$ cat config.mk
export PLATFORM = sky130hd
export DESIGN_NAME = seg_xlate
export DESIGN_NICKNAME = d
export VERILOG_FILES = /design/src/rtl/seg_xlate_pkg.sv /design/src/rtl/seg_rights_check.sv /design/src/rtl/seg_desc_cache.sv /design/src/rtl/seg_table_walker.sv /design/src/rtl/seg_xlate.sv
export SDC_FILE = /design/constraint.sdc
export NUM_CORES = 1
export LEC_CHECK = 0
export ABC_AREA = 1
export BUFFER_PORTS_ARGS = -buffer_cell sky130_fd_sc_hd__buf_2
export CORE_AREA = 2 2 213 131
export DETAILED_ROUTE_END_ITERATION = 8
export DIE_AREA = 0 0 215 133
export PLACE_DENSITY_LB_ADDON = 0.1
export SLEW_MARGIN = 15
export SYNTH_ARGS = -nofsm -noshare
export SYNTH_HDL_FRONTEND = slang
export SYNTH_SLANG_ARGS = --single-unit
$ cat constraint.sdc
create_clock -name clk_i -period 3 [get_ports clk_i]
set_input_delay 0.6 -clock clk_i [delete_from_list [all_inputs] [get_ports clk_i]]
set_output_delay 0.6 -clock clk_i [all_outputs]
set_load 0.005 [all_outputs]
$ cat src/rtl/seg_xlate_pkg.sv
package seg_xlate_pkg;
  localparam int WORD_W    = 32;
  localparam int LIM_LSB   = 4;
  localparam int VLD_BIT   = 3;
  localparam int RD_BIT    = 2;
  localparam int WR_BIT    = 1;
  localparam int EX_BIT    = 0;
  localparam int DESC_SHIFT = 3;  // 8 bytes per descriptor
  localparam int W1_OFFSET = 4;

  typedef enum logic [2:0] {
    FLT_NONE    = 3'd0,
    FLT_RANGE   = 3'd1,
    FLT_ABSENT  = 3'd2,
    FLT_RIGHTS  = 3'd3,
    FLT_BOUNDS  = 3'd4
  } fault_e;

  typedef enum logic [1:0] {
    ACC_RD  = 2'd0,
    ACC_WR  = 2'd1,
    ACC_EX  = 2'd2,
    ACC_RSV = 2'd3
  } acc_e;

  typedef struct packed {
    logic [WORD_W-1:0] attr;
    logic [WORD_W-1:0] start;
  } desc_t;
endpackage

$ cat src/rtl/seg_rights_check.sv
module seg_rights_check
  import seg_xlate_pkg::*;
#(
  parameter int OFF_W = 16,
  parameter int AW    = 32
) (
  input  logic             range_bad_i,
  input  desc_t            desc_i,
  input  logic [OFF_W-1:0] off_i,
  input  logic [1:0]       acc_i,
  output fault_e           fault_o,
  output logic [AW-1:0]    paddr_o
);
  localparam int LIM_W = WORD_W - LIM_LSB;

  logic [LIM_W-1:0] lim;
  logic             allowed;

  assign lim = desc_i.attr[WORD_W-1:LIM_LSB];

  always_comb begin
    case (acc_e'(acc_i))
      ACC_RD:  allowed = desc_i.attr[RD_BIT];
      ACC_WR:  allowed = desc_i.attr[WR_BIT];
      ACC_EX:  allowed = desc_i.attr[EX_BIT];
      default: allowed = 1'b0;
    endcase
  end

  always_comb begin
    fault_o = FLT_NONE;
    paddr_o = '0;
    if (range_bad_i)                     fault_o = FLT_RANGE;
    else if (!desc_i.attr[VLD_BIT])      fault_o = FLT_ABSENT;
    else if (!allowed)                   fault_o = FLT_RIGHTS;
    else if (LIM_W'(off_i) >= lim)       fault_o = FLT_BOUNDS;
    else paddr_o = AW'(desc_i.start) + AW'(off_i);
  end
endmodule

$ cat src/rtl/seg_desc_cache.sv
module seg_desc_cache
  import seg_xlate_pkg::*;
#(
  parameter int SEG_W = 4
) (
  input  logic             clk_i,
  input  logic             rst_ni,
  input  logic             inval_i,
  input  logic             fill_i,
  input  logic [SEG_W-1:0] fill_seg_i,
  input  desc_t            fill_desc_i,
  input  logic [SEG_W-1:0] lookup_seg_i,
  output logic             hit_o,
  output desc_t            desc_o
);
  logic             vld_q;
  logic [SEG_W-1:0] seg_q;
  desc_t            desc_q;

  always_ff @(posedge clk_i or negedge rst_ni) begin
    if (!rst_ni) begin
      vld_q  <= 1'b0;
      seg_q  <= '0;
      desc_q <= '0;
    end else if (inval_i) begin
      vld_q <= 1'b0;
    end else if (fill_i) begin
      vld_q  <= 1'b1;
      seg_q  <= fill_seg_i;
      desc_q <= fill_desc_i;
    end
  end

  assign hit_o  = vld_q && (seg_q == lookup_seg_i);
  assign desc_o = desc_q;

  p_inval_empties_r9: assert property (@(posedge clk_i) disable iff (!rst_ni)
    inval_i |=> !hit_o);
  p_fill_then_hit_r8: assert property (@(posedge clk_i) disable iff (!rst_ni)
    (fill_i && !inval_i) ##1 (lookup_seg_i == $past(fill_seg_i)) |-> hit_o);
endmodule

$ cat src/rtl/seg_table_walker.sv
module seg_table_walker
  import seg_xlate_pkg::*;
#(
  parameter int SEG_W = 4,
  parameter int OFF_W = 16,
  parameter int AW    = 32
) (
  input  logic             clk_i,
  input  logic             rst_ni,
  input  logic             req_valid_i,
  input  logic [SEG_W-1:0] req_seg_i,
  input  logic [OFF_W-1:0] req_off_i,
  input  logic [1:0]       req_acc_i,
  output logic             req_ready_o,
  input  logic [AW-1:0]    tbl_base_i,
  input  logic [SEG_W:0]   tbl_len_i,
  input  logic             cfg_we_i,
  input  logic             hit_i,
  input  desc_t            cache_desc_i,
  output logic             mem_rd_req_o,
  output logic [AW-1:0]    mem_rd_addr_o,
  input  logic             mem_rd_valid_i,
  input  logic [WORD_W-1:0] mem_rd_data_i,
  output logic             fill_o,
  output logic [SEG_W-1:0] fill_seg_o,
  output desc_t            fill_desc_o,
  output logic             cur_bad_o,
  output desc_t            cur_desc_o,
  output logic [OFF_W-1:0] cur_off_o,
  output logic [1:0]       cur_acc_o,
  output logic             rsp_valid_o
);
  typedef enum logic [1:0] {ST_IDLE, ST_W0, ST_W1, ST_RSP} state_e;

  state_e           state_q;
  logic [SEG_W-1:0] seg_q;
  logic [OFF_W-1:0] off_q;
  logic [1:0]       acc_q;
  logic             bad_q;
  logic             stale_q;
  logic [AW-1:0]    addr_q;
  desc_t            desc_q;

  logic             accept;
  logic             range_bad;
  logic [AW-1:0]    tab_addr;

  assign accept    = (state_q == ST_IDLE) && req_valid_i;
  assign range_bad = {1'b0, req_seg_i} >= tbl_len_i;
  assign tab_addr  = tbl_base_i + (AW'(req_seg_i) << DESC_SHIFT);

  always_ff @(posedge clk_i or negedge rst_ni) begin
    if (!rst_ni) begin
      state_q <= ST_IDLE;
      seg_q   <= '0;
      off_q   <= '0;
      acc_q   <= '0;
      bad_q   <= 1'b0;
      stale_q <= 1'b0;
      addr_q  <= '0;
      desc_q  <= '0;
    end else begin
      // a config write during a walk must keep the result out of the cache
      if (accept)        stale_q <= cfg_we_i;
      else if (cfg_we_i) stale_q <= 1'b1;
      case (state_q)
        ST_IDLE: if (req_valid_i) begin
          seg_q  <= req_seg_i;
          off_q  <= req_off_i;
          acc_q  <= req_acc_i;
          bad_q  <= range_bad;
          addr_q <= tab_addr;
          desc_q <= cache_desc_i;
          state_q <= (range_bad || hit_i) ? ST_RSP : ST_W0;
        end
        ST_W0: if (mem_rd_valid_i) begin
          desc_q.start <= mem_rd_data_i;
          state_q      <= ST_W1;
        end
        ST_W1: if (mem_rd_valid_i) begin
          desc_q.attr <= mem_rd_data_i;
          state_q     <= ST_RSP;
        end
        default: state_q <= ST_IDLE;
      endcase
    end
  end

  assign req_ready_o   = (state_q == ST_IDLE);
  assign rsp_valid_o   = (state_q == ST_RSP);
  assign mem_rd_req_o  = (state_q == ST_W0) || (state_q == ST_W1);
  assign mem_rd_addr_o = (state_q == ST_W1) ? addr_q + AW'(W1_OFFSET) : addr_q;

  assign fill_o      = (state_q == ST_W1) && mem_rd_valid_i && !stale_q && !cfg_we_i;
  assign fill_seg_o  = seg_q;
  assign fill_desc_o = '{attr: mem_rd_data_i, start: desc_q.start};

  assign cur_bad_o  = bad_q;
  assign cur_desc_o = desc_q;
  assign cur_off_o  = off_q;
  assign cur_acc_o  = acc_q;

  p_hold_read_r2: assert property (@(posedge clk_i) disable iff (!rst_ni)
    (mem_rd_req_o && !mem_rd_valid_i) |=> (mem_rd_req_o && $stable(mem_rd_addr_o)));
  p_second_word_r2: assert property (@(posedge clk_i) disable iff (!rst_ni)
    (state_q == ST_W0 && mem_rd_valid_i) |=>
      (mem_rd_req_o && mem_rd_addr_o == $past(mem_rd_addr_o) + AW'(W1_OFFSET)));
  p_fast_path_r8: assert property (@(posedge clk_i) disable iff (!rst_ni)
    (accept && (range_bad || hit_i)) |=> (rsp_valid_o && !mem_rd_req_o));
  p_single_pulse_r11: assert property (@(posedge clk_i) disable iff (!rst_ni)
    rsp_valid_o |=> (!rsp_valid_o && req_ready_o));
  p_busy_r11: assert property (@(posedge clk_i) disable iff (!rst_ni)
    accept |=> !req_ready_o);
endmodule

$ cat src/rtl/seg_xlate.sv
module seg_xlate
  import seg_xlate_pkg::*;
#(
  parameter int SEG_W = 4,
  parameter int OFF_W = 16,
  parameter int AW    = 32
) (
  input  logic              clk_i,
  input  logic              rst_ni,
  input  logic              cfg_base_we_i,
  input  logic [AW-1:0]     cfg_base_i,
  input  logic              cfg_len_we_i,
  input  logic [SEG_W:0]    cfg_len_i,
  input  logic              req_valid_i,
  output logic              req_ready_o,
  input  logic [SEG_W-1:0]  req_seg_i,
  input  logic [OFF_W-1:0]  req_off_i,
  input  logic [1:0]        req_acc_i,
  output logic              mem_rd_req_o,
  output logic [AW-1:0]     mem_rd_addr_o,
  input  logic              mem_rd_valid_i,
  input  logic [WORD_W-1:0] mem_rd_data_i,
  output logic              rsp_valid_o,
  output logic [AW-1:0]     rsp_paddr_o,
  output logic [2:0]        rsp_fault_o
);
  logic [AW-1:0]    base_q;
  logic [SEG_W:0]   len_q;
  logic             cfg_we;

  logic             hit;
  desc_t            cache_desc;
  logic             fill;
  logic [SEG_W-1:0] fill_seg;
  desc_t            fill_desc;
  logic             cur_bad;
  desc_t            cur_desc;
  logic [OFF_W-1:0] cur_off;
  logic [1:0]       cur_acc;
  logic             walk_rsp;
  fault_e           fault;
  logic [AW-1:0]    paddr;

  assign cfg_we = cfg_base_we_i || cfg_len_we_i;

  always_ff @(posedge clk_i or negedge rst_ni) begin
    if (!rst_ni) begin
      base_q <= '0;
      len_q  <= '0;
    end else begin
      if (cfg_base_we_i) base_q <= cfg_base_i;
      if (cfg_len_we_i)  len_q  <= cfg_len_i;
    end
  end

  seg_desc_cache #(.SEG_W(SEG_W)) u_cache (
    .clk_i        (clk_i),
    .rst_ni       (rst_ni),
    .inval_i      (cfg_we),
    .fill_i       (fill),
    .fill_seg_i   (fill_seg),
    .fill_desc_i  (fill_desc),
    .lookup_seg_i (req_seg_i),
    .hit_o        (hit),
    .desc_o       (cache_desc)
  );

  seg_table_walker #(.SEG_W(SEG_W), .OFF_W(OFF_W), .AW(AW)) u_walker (
    .clk_i          (clk_i),
    .rst_ni         (rst_ni),
    .req_valid_i    (req_valid_i),
    .req_seg_i      (req_seg_i),
    .req_off_i      (req_off_i),
    .req_acc_i      (req_acc_i),
    .req_ready_o    (req_ready_o),
    .tbl_base_i     (base_q),
    .tbl_len_i      (len_q),
    .cfg_we_i       (cfg_we),
    .hit_i          (hit),
    .cache_desc_i   (cache_desc),
    .mem_rd_req_o   (mem_rd_req_o),
    .mem_rd_addr_o  (mem_rd_addr_o),
    .mem_rd_valid_i (mem_rd_valid_i),
    .mem_rd_data_i  (mem_rd_data_i),
    .fill_o         (fill),
    .fill_seg_o     (fill_seg),
    .fill_desc_o    (fill_desc),
    .cur_bad_o      (cur_bad),
    .cur_desc_o     (cur_desc),
    .cur_off_o      (cur_off),
    .cur_acc_o      (cur_acc),
    .rsp_valid_o    (walk_rsp)
  );

  seg_rights_check #(.OFF_W(OFF_W), .AW(AW)) u_check (
    .range_bad_i (cur_bad),
    .desc_i      (cur_desc),
    .off_i       (cur_off),
    .acc_i       (cur_acc),
    .fault_o     (fault),
    .paddr_o     (paddr)
  );

  assign rsp_valid_o = walk_rsp;
  assign rsp_paddr_o = paddr;
  assign rsp_fault_o = fault;

  p_fault_zero_addr_r7: assert property (@(posedge clk_i) disable iff (!rst_ni)
    (rsp_valid_o && rsp_fault_o != 3'd0) |-> (rsp_paddr_o == '0));
  p_fault_code_legal_r7: assert property (@(posedge clk_i) disable iff (!rst_ni)
    rsp_valid_o |-> (rsp_fault_o <= 3'd4));
  p_no_read_when_idle_r10: assert property (@(posedge clk_i) disable iff (!rst_ni)
    req_ready_o |-> !mem_rd_req_o);
endmodule

==> reports/summary.log <==
qor: logic_synthesis.synth_async_sr_flop_share 100%
qor: placement.quantity_of_i_o_buffers_inserted_on_ports 166
qor: finish.fill_cells 2488
qor: worst_setup_path.endpoint_kind_of_the_worst_setup_timing_path primary output
qor: routing.post_drt_via_cell_ratio 5.33
qor: finish.nNetsFinal 2102
qor: grt.wire_length_of_the_first_global_routing_pass 64800 µm
qor: timing.clock-skew-final 0.0274 ns
qor: power_and_ir_drop.p_leak 8.02 nW
qor: logic_synthesis.synth_enable_flop_cells 0
qor: finish.layout.cells.most_common_list 489 x sky130_fd_sc_hd__nand2_1, 242 x sky130_fd_sc_hd__inv_1, 211 x sky130_fd_sc_hd__dfrtp_1
qor: finish.layout_commonest_cell sky130_fd_sc_hd__nand2_1
qor: status.failed_checks setup timing
qor: placement.post-place-cells 2260
qor: floorplan.design.portCount 167
qor: placement.globalplace.congestion 0.964
qor: timing.final-max-slew-violation-count 0
qor: min_path.min-delay-path-class in2async
qor: worst_setup_path.critPathMaxFanout 5
qor: clock_tree.source_to_sink_clock_delay_at_the_later_pin_of_the_worst_skew_pair 0.55 ns
qor: finish.n_antenna_cell 0
qor: timing.max-slew-margin-rel 51.4%
qor: routing.wl_met2 16300 µm
qor: finish.layout.area.seq 5730 µm²
qor: timing.fin_crit_sh 106%
qor: timing.actual_transition_at_the_worst_max_transition_pin 0.729 ns
qor: grt.vias_in_the_first_global_route 11500
qor: floorplan.row_count 47
qor: floorplan.die_height 133 µm
qor: floorplan.floorplan.initialDensity 48.9%
qor: finish.multiInputGateArea 6990 µm²
qor: logic_synthesis.netlist-cell-type-count 47
qor: timing.fin_crit 3.17 ns
qor: routing.wl_met1 21700 µm
qor: clock_tree.clock-root-buffer sky130_fd_sc_hd__clkbuf_16
qor: worst_setup_path.cp.arrival 2.57 ns
qor: floorplan.die_footprint 28600 µm²
qor: floorplan.chipWidth 215 µm
qor: grt.global_route.usage.total 29.1%
qor: clock_tree.tritoncts yes
qor: finish.final_layout_size_suffix_gt1_share 22.5%
qor: clock_tree.ctsHoldBuffers 0
qor: finish.final_area 16300 µm²
qor: timing.setup_viol_count_final 33
qor: finish.fin_util 60.6%
qor: finish.layout-area-overhead-vs-synth 24.0%
qor: logic_synthesis.synth_nets 1918
qor: logic_synthesis.synth.cell_area 13200 µm²
qor: worst_setup_path.worst_setup_path_start_kind register
qor: routing.postRouteAntennaNets 0
qor: routing.avgRoutedWirePerCell 17.9 µm
qor: timing.rsz0062_at_grt yes
qor: worst_setup_path.path_class reg2out
qor: grt.grt_start_max_net_pins 121
qor: timing.timing.final.ws_setup -0.173 ns
qor: placement.detailed_place.area 14500 µm²
qor: routing.drcViolationCount 0
qor: logic_synthesis.yosys_warnings 0
qor: worst_setup_path.critical_path.slowest_cell sky130_fd_sc_hd__dfrtp_2
qor: status.status finished with violations
qor: power_and_ir_drop.power.density_cell_area 883 nW/µm²
qor: power_and_ir_drop.finalPower 0.0144 W
qor: logic_synthesis.synthesis.instances 1774
qor: logic_synthesis.synth.ff_latch_count 228
qor: timing.fin_tns_setup -3.91 ns
qor: routing.drt-initial-drc-count 1223
qor: floorplan.core_area 26900 µm²
qor: timing.max_freq 315 MHz
qor: routing.wl 41800 µm
qor: job.drv_cap 0
qor: clock_tree.max-clock-path-buffers 3
qor: worst_setup_path.worst-path-buf-inv 4
qor: routing.met3_length 3340 µm
qor: worst_setup_path.timing.critical_path.cells buf_4 -> ha_4 -> nand2_2 -> inv_1 -> a21oi_4 -> nor2_1 -> nor2_1 -> buf_4 -> nand3_1 -> nand3_1 -> nor2_2 -> buf_2
qor: grt.grt_antenna_before_repair 0
qor: routing.dr.pass1.iters 5
qor: placement.hpwl 30200 µm
qor: logic_synthesis.synth_sequential_area_ratio 43.3%
qor: power_and_ir_drop.power.ir.vdd_worst 0.000599 V
qor: timing.finalHoldViolCount 0
qor: clock_tree.htreeDepth 1
qor: clock_tree.path_clk_slew 0.06 ns
qor: worst_setup_path.path_delay_family simple AND/OR/NAND/NOR gates
qor: logic_synthesis.dominantRegCellSynth sky130_fd_sc_hd__dfrtp_1
qor: logic_synthesis.synth_area_per_cell 7.42 µm²
qor: worst_setup_path.crit_path_max_incr_delay 0.43 ns
qor: routing.uppermost_signal_routing_layer_after_detailed_routing met4
qor: routing.routed-via-count 12500
qor: clock_tree.cts_buffers 23
qor: grt.overflow 0
qor: worst_setup_path.critical_path_required 2.40 ns
qor: finish.final_non_filler_cell_total 2339
qor: clock_tree.clock_sinks 228
-- cells in the mapped netlist, types with 2 or more instances --
cell type | instances | area (µm²)
sky130_fd_sc_hd__nand2_1 | 526 | 1970
sky130_fd_sc_hd__inv_1 | 247 | 927
sky130_fd_sc_hd__dfrtp_1 | 228 | 5710
sky130_fd_sc_hd__o21ai_0 | 205 | 1030
sky130_fd_sc_hd__nor2_1 | 124 | 465
sky130_fd_sc_hd__nand3_1 | 83 | 415
sky130_fd_sc_hd__o211ai_1 | 60 | 450
sky130_fd_sc_hd__ha_1 | 45 | 563
sky130_fd_sc_hd__clkbuf_1 | 43 | 161
sky130_fd_sc_hd__xor2_1 | 31 | 272
sky130_fd_sc_hd__a21oi_1 | 29 | 145
sky130_fd_sc_hd__nand4_1 | 23 | 144
sky130_fd_sc_hd__nor3_1 | 19 | 95.1
sky130_fd_sc_hd__buf_2 | 18 | 90.1
sky130_fd_sc_hd__a31oi_1 | 11 | 68.8
sky130_fd_sc_hd__or2_2 | 7 | 43.8
sky130_fd_sc_hd__buf_4 | 5 | 37.5
sky130_fd_sc_hd__nor2_4 | 5 | 56.3
sky130_fd_sc_hd__nor3_2 | 5 | 50.1
sky130_fd_sc_hd__nand2_2 | 4 | 25.0
sky130_fd_sc_hd__nand3_2 | 4 | 40.0
sky130_fd_sc_hd__nor2_2 | 4 | 25.0
sky130_fd_sc_hd__o21ai_1 | 4 | 20.0
sky130_fd_sc_hd__o21bai_1 | 4 | 30.0
sky130_fd_sc_hd__xnor2_1 | 4 | 35.0
sky130_fd_sc_hd__a21o_1 | 3 | 22.5
sky130_fd_sc_hd__o22ai_1 | 3 | 18.8
sky130_fd_sc_hd__a21boi_0 | 2 | 15.0
sky130_fd_sc_hd__a21oi_2 | 2 | 17.5
sky130_fd_sc_hd__and2_1 | 2 | 12.5
sky130_fd_sc_hd__buf_1 | 2 | 7.51
sky130_fd_sc_hd__fa_1 | 2 | 40.0
sky130_fd_sc_hd__inv_2 | 2 | 7.51
sky130_fd_sc_hd__nand3b_1 | 2 | 15.0
sky130_fd_sc_hd__nand4_2 | 2 | 25.0
sky130_fd_sc_hd__o31ai_1 | 2 | 15.0
sky130_fd_sc_hd__or2_1 | 2 | 12.5
-- flip-flops by register name, indices dropped and copies added (netlist names) --
register and cells:
u_cache.desc_o 64, u_walker.cur_desc_o 64, base_q 32, u_walker.addr_q 32, u_walker.cur_off_o 16, len_q 5, u_cache.seg_q 4, u_walker.fill_seg_o 4
u_walker.cur_acc_o 2, u_walker.state_q 2, u_cache.vld_q 1, u_walker.cur_bad_o 1, u_walker.stale_q 1
-- layout make-up --
type / instances / share of cell area, %
Inverter: 251 / 5.82
Clock buffer: 36 / 4.13
Tap cell: 367 / 2.81
Clock inverter: 3 / 0.184
Multi-Input combinational cell: 1227 / 42.8
Sequential cell: 228 / 35.1
Timing Repair Buffer: 227 / 9.15
-- worst reg2reg max path: cells and delay by family (launching register included) --
| family | cells | cell delay (ns) |
|---|---|---|
| buffers and inverters | 4 | 0.94 |
| and+or+nand+nor | 2 | 0.55 |
| adders and majority gates | 1 | 0.22 |
| AOI/OAI and AO/OA | 1 | 0.09 |
| DFF | 1 | 0.39 |
-- metrics by stage --
step / worst slack [ns] / hold slack (ns)
CTS: -0.141 / 0.0913
detailed placement: 0.228 / 0.468
finish: -0.173 / 0.0437
floorplan: 0.637 / 0.304
global placement: 0.259 / 0.463
global route: -0.297 / 0.117
-- path summary, 6_finish.rpt --
path | cells past startpoint | from | slack (ns) | end
max | 12 | u_walker.cur_off_o[11] | -0.17 | rsp_paddr_o[16]
max in group asynchronous | 2 | rst_ni | 2.16 | base_q[14]
min | 1 | rst_ni | 0.04 | u_cache.desc_o[44]
min reg2reg | 2 | base_q[5] | 0.48 | base_q[5]
max reg2reg | 8 | u_walker.state_q[0] | 0.65 | u_cache.desc_o[21]
min in group clk_i | 3 | req_off_i[11] | 0.24 | u_walker.cur_off_o[11]
-- per-layer routing --
layer,GRT usage (%),up-vias
met5,0,-
met3,4.76,43
met2,38.9,417
met1,49.0,5954
li1,-,6064
met4,3.87,0
-- where the power goes --
group | switching [W] | internal (W)
Combinational | 0.00422 | 0.00265
Clock | 0.00124 | 0.00155
Sequential | 0.000818 | 0.00394
Total | 0.00628 | 0.00813
-- timing repair --
| action | in CTS | in global routing |
|---|---|---|
| pin swaps | 40 | 39 |
| setup endpoints to repair | 51 | 47 |
| resized for setup | 107 | 79 |
| cloned | 3 | 0 |
| setup buffers | 19 | 20 |
| hold endpoints to repair | 0 | 0 |
-- cells by family (layout without fill, tap and decap cells) --
| group | count (synthesis) | count (layout) | synth area share (%) |
|---|---|---|---|
| compound gates | 326 | 326 | 13.9 |
| xor+xnor | 35 | 35 | 2.33 |
| fa+ha+maj | 47 | 47 | 4.58 |
| buf+inv | 319 | 517 | 9.42 |
| flops | 228 | 228 | 43.3 |
| mux | 2 | 2 | 0.171 |
| simple gates | 817 | 817 | 26.2 |
(Power assumes the default switching activity.)
